===== src/rtl/scl_timing_pkg.sv =====
package scl_timing_pkg;

    typedef enum logic [1:0] {
        PH_IDLE = 2'd0,
        PH_LOW  = 2'd1,
        PH_WAIT = 2'd2,
        PH_HIGH = 2'd3
    } scl_phase_e;

endpackage


===== src/rtl/scl_len_decode.sv =====
module scl_len_decode #(
    parameter int CTRL_W = 24,
    parameter int DIV_W  = 8,
    parameter int HI_LSB = 16,
    parameter int HI_W   = 8,
    parameter int OFFSET = 3,
    parameter int LEN_W  = 10
) (
    input  logic [CTRL_W-1:0] ctrl_i,
    output logic [LEN_W-1:0]  low_len_o,
    output logic [LEN_W-1:0]  high_len_o
);

    logic [LEN_W-1:0] base_len;

    assign base_len  = LEN_W'(ctrl_i[DIV_W-1:0]) + LEN_W'(OFFSET);
    assign low_len_o = base_len;

    generate
        if (HI_W > 0) begin : g_split_duty
            logic [HI_W-1:0] hi_field;
            assign hi_field   = ctrl_i[HI_LSB +: HI_W];
            assign high_len_o = (hi_field == '0) ? base_len
                                                 : LEN_W'(hi_field) + LEN_W'(OFFSET);
        end else begin : g_even_duty
            assign high_len_o = base_len;
        end
    endgenerate

endmodule


===== src/rtl/scl_phase_seq.sv =====
module scl_phase_seq
    import scl_timing_pkg::*;
#(
    parameter int LEN_W = 10
) (
    input  logic             clk_i,
    input  logic             rst_ni,
    input  logic             en_i,
    input  logic             scl_in_i,
    input  logic [LEN_W-1:0] low_len_i,
    input  logic [LEN_W-1:0] high_len_i,
    output scl_phase_e       phase_o,
    output logic [LEN_W-1:0] cnt_o,
    output logic             scl_rel_o
);

    typedef struct packed {
        scl_phase_e       phase;
        logic [LEN_W-1:0] cnt;
    } seq_t;

    seq_t cur_q, nxt_d;

    always_comb begin
        nxt_d = cur_q;
        if (!en_i) begin
            nxt_d.phase = PH_IDLE;
            nxt_d.cnt   = '0;
        end else begin
            unique case (cur_q.phase)
                PH_IDLE: begin
                    nxt_d.phase = PH_LOW;
                    nxt_d.cnt   = '0;
                end
                PH_LOW: begin
                    if (cur_q.cnt == low_len_i - LEN_W'(1)) begin
                        nxt_d.phase = PH_WAIT;
                        nxt_d.cnt   = '0;
                    end else begin
                        nxt_d.cnt = cur_q.cnt + LEN_W'(1);
                    end
                end
                PH_WAIT: begin
                    if (scl_in_i) begin
                        nxt_d.phase = PH_HIGH;
                        nxt_d.cnt   = LEN_W'(1);
                    end
                end
                PH_HIGH: begin
                    if (cur_q.cnt == high_len_i - LEN_W'(1)) begin
                        nxt_d.phase = PH_LOW;
                        nxt_d.cnt   = '0;
                    end else begin
                        nxt_d.cnt = cur_q.cnt + LEN_W'(1);
                    end
                end
                default: begin
                    nxt_d.phase = PH_IDLE;
                    nxt_d.cnt   = '0;
                end
            endcase
        end
    end

    always_ff @(posedge clk_i or negedge rst_ni) begin
        if (!rst_ni) begin
            cur_q <= '{phase: PH_IDLE, cnt: '0};
        end else begin
            cur_q <= nxt_d;
        end
    end

    assign phase_o   = cur_q.phase;
    assign cnt_o     = cur_q.cnt;
    assign scl_rel_o = (cur_q.phase != PH_LOW);


    idle_release_chk: assert property (@(posedge clk_i) disable iff (!rst_ni)
        !en_i |=> scl_rel_o);


    low_hold_chk: assert property (@(posedge clk_i) disable iff (!rst_ni)
        (en_i && cur_q.phase == PH_LOW && cur_q.cnt < low_len_i - LEN_W'(1))
        |=> !scl_rel_o);


    stretch_hold_chk: assert property (@(posedge clk_i) disable iff (!rst_ni)
        (en_i && cur_q.phase == PH_WAIT && !scl_in_i) |=> scl_rel_o);


    high_hold_chk: assert property (@(posedge clk_i) disable iff (!rst_ni)
        (en_i && cur_q.phase == PH_HIGH && cur_q.cnt < high_len_i - LEN_W'(1))
        |=> scl_rel_o);

endmodule


===== src/rtl/scl_strobe_gen.sv =====
module scl_strobe_gen
    import scl_timing_pkg::*;
#(
    parameter int LEN_W = 10
) (
    input  scl_phase_e       phase_i,
    input  logic [LEN_W-1:0] cnt_i,
    input  logic [LEN_W-1:0] low_len_i,
    input  logic [LEN_W-1:0] high_len_i,
    output logic             chg_o,
    output logic             smp_o
);

    logic [LEN_W-1:0] low_mid, high_mid;

    assign low_mid  = low_len_i >> 1;
    assign high_mid = high_len_i >> 1;

    assign chg_o = (phase_i == PH_LOW)  && (cnt_i == low_mid);
    assign smp_o = (phase_i == PH_HIGH) && (cnt_i == high_mid);

endmodule


===== src/rtl/scl_timing_gen.sv =====
module scl_timing_gen
    import scl_timing_pkg::*;
#(
    parameter int CTRL_W = 24,
    parameter int DIV_W  = 8,
    parameter int HI_LSB = 16,
    parameter int HI_W   = 8,
    parameter int OFFSET = 3
) (
    input  logic              clk_i,
    input  logic              rst_ni,
    input  logic              en_i,
    input  logic [CTRL_W-1:0] ctrl_i,
    input  logic              scl_in_i,
    output logic              scl_out_o,
    output logic              sda_chg_o,
    output logic              sda_smp_o
);

    localparam int FIELD_W = (DIV_W > HI_W) ? DIV_W : HI_W;
    localparam int LEN_W   = FIELD_W + 2;

    logic [LEN_W-1:0] low_len, high_len, cnt;
    scl_phase_e       phase;

    scl_len_decode #(
        .CTRL_W (CTRL_W),
        .DIV_W  (DIV_W),
        .HI_LSB (HI_LSB),
        .HI_W   (HI_W),
        .OFFSET (OFFSET),
        .LEN_W  (LEN_W)
    ) i_decode (
        .ctrl_i     (ctrl_i),
        .low_len_o  (low_len),
        .high_len_o (high_len)
    );

    scl_phase_seq #(
        .LEN_W (LEN_W)
    ) i_seq (
        .clk_i      (clk_i),
        .rst_ni     (rst_ni),
        .en_i       (en_i),
        .scl_in_i   (scl_in_i),
        .low_len_i  (low_len),
        .high_len_i (high_len),
        .phase_o    (phase),
        .cnt_o      (cnt),
        .scl_rel_o  (scl_out_o)
    );

    scl_strobe_gen #(
        .LEN_W (LEN_W)
    ) i_strobe (
        .phase_i    (phase),
        .cnt_i      (cnt),
        .low_len_i  (low_len),
        .high_len_i (high_len),
        .chg_o      (sda_chg_o),
        .smp_o      (sda_smp_o)
    );


    chg_in_low_chk: assert property (@(posedge clk_i) disable iff (!rst_ni)
        sda_chg_o |-> !scl_out_o);


    smp_in_high_chk: assert property (@(posedge clk_i) disable iff (!rst_ni)
        sda_smp_o |-> scl_out_o);


    ctrl_known_chk: assert property (@(posedge clk_i) disable iff (!rst_ni)
        en_i |-> !$isunknown(ctrl_i));

endmodule


===== config.mk =====
export PLATFORM = sky130hd
export DESIGN_NAME = scl_timing_gen
export DESIGN_NICKNAME = d
export VERILOG_FILES = /design/src/rtl/scl_timing_pkg.sv /design/src/rtl/scl_len_decode.sv /design/src/rtl/scl_phase_seq.sv /design/src/rtl/scl_strobe_gen.sv /design/src/rtl/scl_timing_gen.sv
export SDC_FILE = /design/constraint.sdc
export NUM_CORES = 1
export LEC_CHECK = 0
export ABC_AREA = 1
export ABC_CLOCK_PERIOD_IN_PS = 2000
export BUFFER_PORTS_ARGS = -buffer_cell sky130_fd_sc_hd__buf_2
export CAP_MARGIN = 20
export CORE_MARGIN = 4
export CORE_UTILIZATION = 59
export DETAILED_ROUTE_END_ITERATION = 12
export PLACE_DENSITY = 0.78
export SLEW_MARGIN = 15
export SYNTH_ARGS = -nofsm -noshare
export SYNTH_HDL_FRONTEND = slang
export SYNTH_HIERARCHICAL = 1
export SYNTH_SLANG_ARGS = --single-unit

===== constraint.sdc =====
create_clock -name clk_i -period 2 [get_ports clk_i]
set_clock_uncertainty 0.15 [all_clocks]
set_input_delay 0.2 -clock clk_i [delete_from_list [all_inputs] [get_ports clk_i]]
set_output_delay 0.2 -clock clk_i [all_outputs]
set_load 0.03 [all_outputs]

==> flow_metrics.env <==
export IMPL_vdd_drop_max_uv=582.9
export IMPL_worstReg2RegEnd="i_seq/phase_o[0]"
export IMPL_hold_path_startpoint="scl_in_i"
export IMPL_start_kind="input pin"
export IMPL_p_int_uw=757.4
export IMPL_max_freq_ghz=0.3991
export IMPL_first_pass_iters=5
export IMPL_post_synth_cell_area_avg_um2=5.411
export IMPL_ys_ff_latch=12
export IMPL_cts_buffer_depth=2
export IMPL_ant_nets=0
export IMPL_avgViaCountPerCell=5.245
export IMPL_die_h_um=70.21
export IMPL_clock_sinks=12
export IMPL_grt_usage=0.2824
export IMPL_wl_per_cell_um=12.85
export IMPL_ios=31
export IMPL_cp_max_fo=5
export IMPL_r2r_start="i_seq/cnt_o[0]"
export IMPL_worstHoldPathCells=4
export IMPL_clock_latency_ps=240
export IMPL_post_route_period_util=1.253
export IMPL_report_final_slew_viol_count=0
export IMPL_final_util=0.8531
export IMPL_setup_viol=14
export IMPL_multi_input_area_um2=1834
export IMPL_cap_violations=0
export IMPL_place_inst=532
export IMPL_stdcell_count=543
export IMPL_antenna_found_initial=0
export IMPL_path_delay_family="simple AND/OR/NAND/NOR gates"
export IMPL_cp_num_buf_inv=5
export IMPL_yosys_warnings=6
export IMPL_drive_gt1_frac=0.2949
export IMPL_layout_common_cells="nand2_1 (132), inv_1 (61), nor2_1 (47), buf_4 (44), nand3_1 (30)"
export IMPL_finalSetupTns_ps=-6081
export IMPL_crit_arrival_ps=2490
export IMPL_worstPathRequired_ps=1980
export IMPL_tritoncts="yes"
export IMPL_syn_to_final_growth_pct=37.81
export IMPL_post_place_ws_ps=-826.6
export IMPL_clk_transition_reported_paths_ps=50
export IMPL_powerDensity_nw_per_um2=424.8
export IMPL_via_count=2848
export IMPL_numCtsBuffers=3
export IMPL_combPwrFrac=0.587
export IMPL_reg2reg_depth=15
export IMPL_setup_ws_ps=-505.3
export IMPL_netlist_instances=422
export IMPL_p_sw_frac=0.4334
export IMPL_place_hpwl_um=5175
export IMPL_violations="setup timing"
export IMPL_worst_path_largest_cell_delay_ps=260
export IMPL_die_width_um=70.21
export IMPL_finalInstanceArea_um2=3147
export IMPL_route_detailed_drc=0
export IMPL_worstHoldEndpoint="i_seq/cnt_o[0]"
export IMPL_fillers=252
export IMPL_design_die_area_um2=4929
export IMPL_gr_total_overflow=0
export IMPL_grt_pass1_vias=2568
export IMPL_period_needed_ps=2505
export IMPL_p_leak_nw=1.738
export IMPL_regArea_um2=300.3
export IMPL_grt_max_degree=13
export IMPL_root_buffer="clkbuf_8"
export IMPL_synth_distinct_cells=29
export IMPL_fp_row_count=22
export IMPL_min_path_type="in2reg"
export IMPL_antennaDiodeCount=0
export IMPL_p_clk_frac=0.195
export IMPL_cp_end_kind="register"
export IMPL_core_area_um2=3689
export IMPL_slowest_stage="ha_4"
export IMPL_outcome="finished with violations"
export IMPL_ys_seq_area_frac=0.1315
export IMPL_power_switching_uw=579.3
export IMPL_rsz0062_at_grt="yes"
export IMPL_wl_um=6976
export IMPL_fin_nets=533
export IMPL_synth_area_um2=2283
export IMPL_critPathKind="in2reg"
export IMPL_ctsHtreeMaxLevel=1
export IMPL_drtIter0Drc=244
export IMPL_start_util=0.6191
export IMPL_path_cells="buf_8, inv_6, ha_4, inv_2, nor2_4, nand2_2, nor2_4, buf_6, nand2_4, o21ai_4, inv_2, ha_4, xor2_1, nand2_1, nor2_1, nand2_1, nor2_1, nand3_1, nand2_2, nand2_4, nand2_2, nand2_2, nand2_1, nand2_1"
export IMPL_portBuffers=22
export IMPL_hold_viol_final=0
export IMPL_r2r_slack_ps=80
export IMPL_placed_area_um2=2829
export IMPL_grt_pass1_wl_um=11470
export IMPL_gp_congestion=0.9167
export IMPL_p_seq_frac=0.218
export IMPL_final_common_cell="nand2_1"
==> cell type report <==
cell class,count,share of cell area
Tap cell,48,0.01909
Inverter,79,0.1022
Clock buffer,4,0.01750
Timing Repair Buffer,73,0.1829
Sequential cell,12,0.09543
Multi-Input combinational cell,327,0.5829
==> per-layer routing <==
layer	global-route usage	wire, µm	vias to the layer above
met5	0	0	-
met4	0.02340	64	0
met3	0.02734	496	12
met2	0.5079	3454	113
met1	0.3787	2961	1298
li1	-	-	1425
==> cell usage after synthesis <==
| cell | n | area [µm²] |
|---|---|---|
| inv_2 | 6 | 22.52 |
| nor2_2 | 9 | 56.30 |
| nand2_4 | 2 | 22.52 |
| nand2_2 | 3 | 18.77 |
| clkinv_1 | 1 | 3.750 |
| nor3_4 | 2 | 32.53 |
| buf_4 | 3 | 22.52 |
| nand2_1 | 145 | 544.3 |
| xnor2_1 | 6 | 52.55 |
| xor2_1 | 22 | 192.7 |
| nor3_1 | 3 | 15.01 |
| dfrtp_1 | 12 | 300.3 |
| ha_1 | 9 | 112.6 |
| o21ai_0 | 12 | 60.06 |
| o21bai_1 | 2 | 15.01 |
| and2_1 | 3 | 18.77 |
| nand3_2 | 1 | 10.01 |
| o22ai_1 | 7 | 43.79 |
| a21o_1 | 1 | 7.510 |
| o21ai_1 | 5 | 25.02 |
| nor2_1 | 53 | 198.9 |
| nand4_1 | 3 | 18.77 |
| buf_6 | 1 | 11.26 |
| inv_1 | 72 | 270.3 |
| nor2_4 | 2 | 22.52 |
| buf_2 | 1 | 5.000 |
| conb_1 | 1 | 3.750 |
| nand3_1 | 34 | 170.2 |
| or2_1 | 1 | 6.260 |
==> timing repair <==
item	CTS	global route
resized for setup	47	21
setup buffers	3	3
hold buffers	1	0
hold endpoints to repair	12	0
pin swaps	29	21
setup endpoints to repair	14	14
==> cell families after synthesis <==
logic type,share of synthesized area
simple gates,0.4970
buf+inv,0.1468
xor+xnor,0.1074
compound gates,0.06630
flops,0.1315
fa+ha+maj,0.04932
other cells,0.001642
==> how the worst max path moves through the flow <==
stage / from / end / slack (ps) / depth (start not counted)
floorplan: ctrl_i[17] / i_seq/phase_o[0] / -370 / 23
global placement: ctrl_i[17] / i_seq/phase_o[1] / -660 / 24
detailed placement: ctrl_i[17] / i_seq/phase_o[0] / -830 / 24
CTS: ctrl_i[16] / i_seq/phase_o[0] / -400 / 24
global route: ctrl_i[16] / i_seq/phase_o[0] / -640 / 24
finish: ctrl_i[16] / i_seq/phase_o[0] / -510 / 24
==> sequential cells by signal, summed over array words and instances (netlist names) <==
register / count
i_seq/cnt_o: 10
i_seq/phase_o: 2
==> stage by stage <==
step	power, mW	hold WS, ps
after detailed placement	1.004	-63.25
after global placement	0.9880	-65.40
after floorplan	0.7552	-245.6
after global routing	1.444	139.6
after CTS	1.297	117.7
final	1.337	117.6
==> worst reg2reg max path, stage by stage (launching register included) <==
cell	delay, ps
dfrtp_1	510
inv_2	120
nand2_1	100
nand2_1	60
nor2_1	100
nand2_1	50
nor2_1	80
nand2_1	50
nor2_1	100
nand3_1	90
nand2_2	90
nand2_4	80
nand2_2	70
nand2_2	50
nand2_1	60
nand2_1	40
==> power groups by stage <==
stage	Sequential (mW)	Clock, mW	Combinational, mW
after floorplan	0.300	0	0.456
after global placement	0.295	0	0.693
after detailed placement	0.294	0	0.710
after CTS	0.291	0.264	0.742
after global routing	0.295	0.278	0.871
final	0.291	0.261	0.785
(Power assumes the default switching activity.)
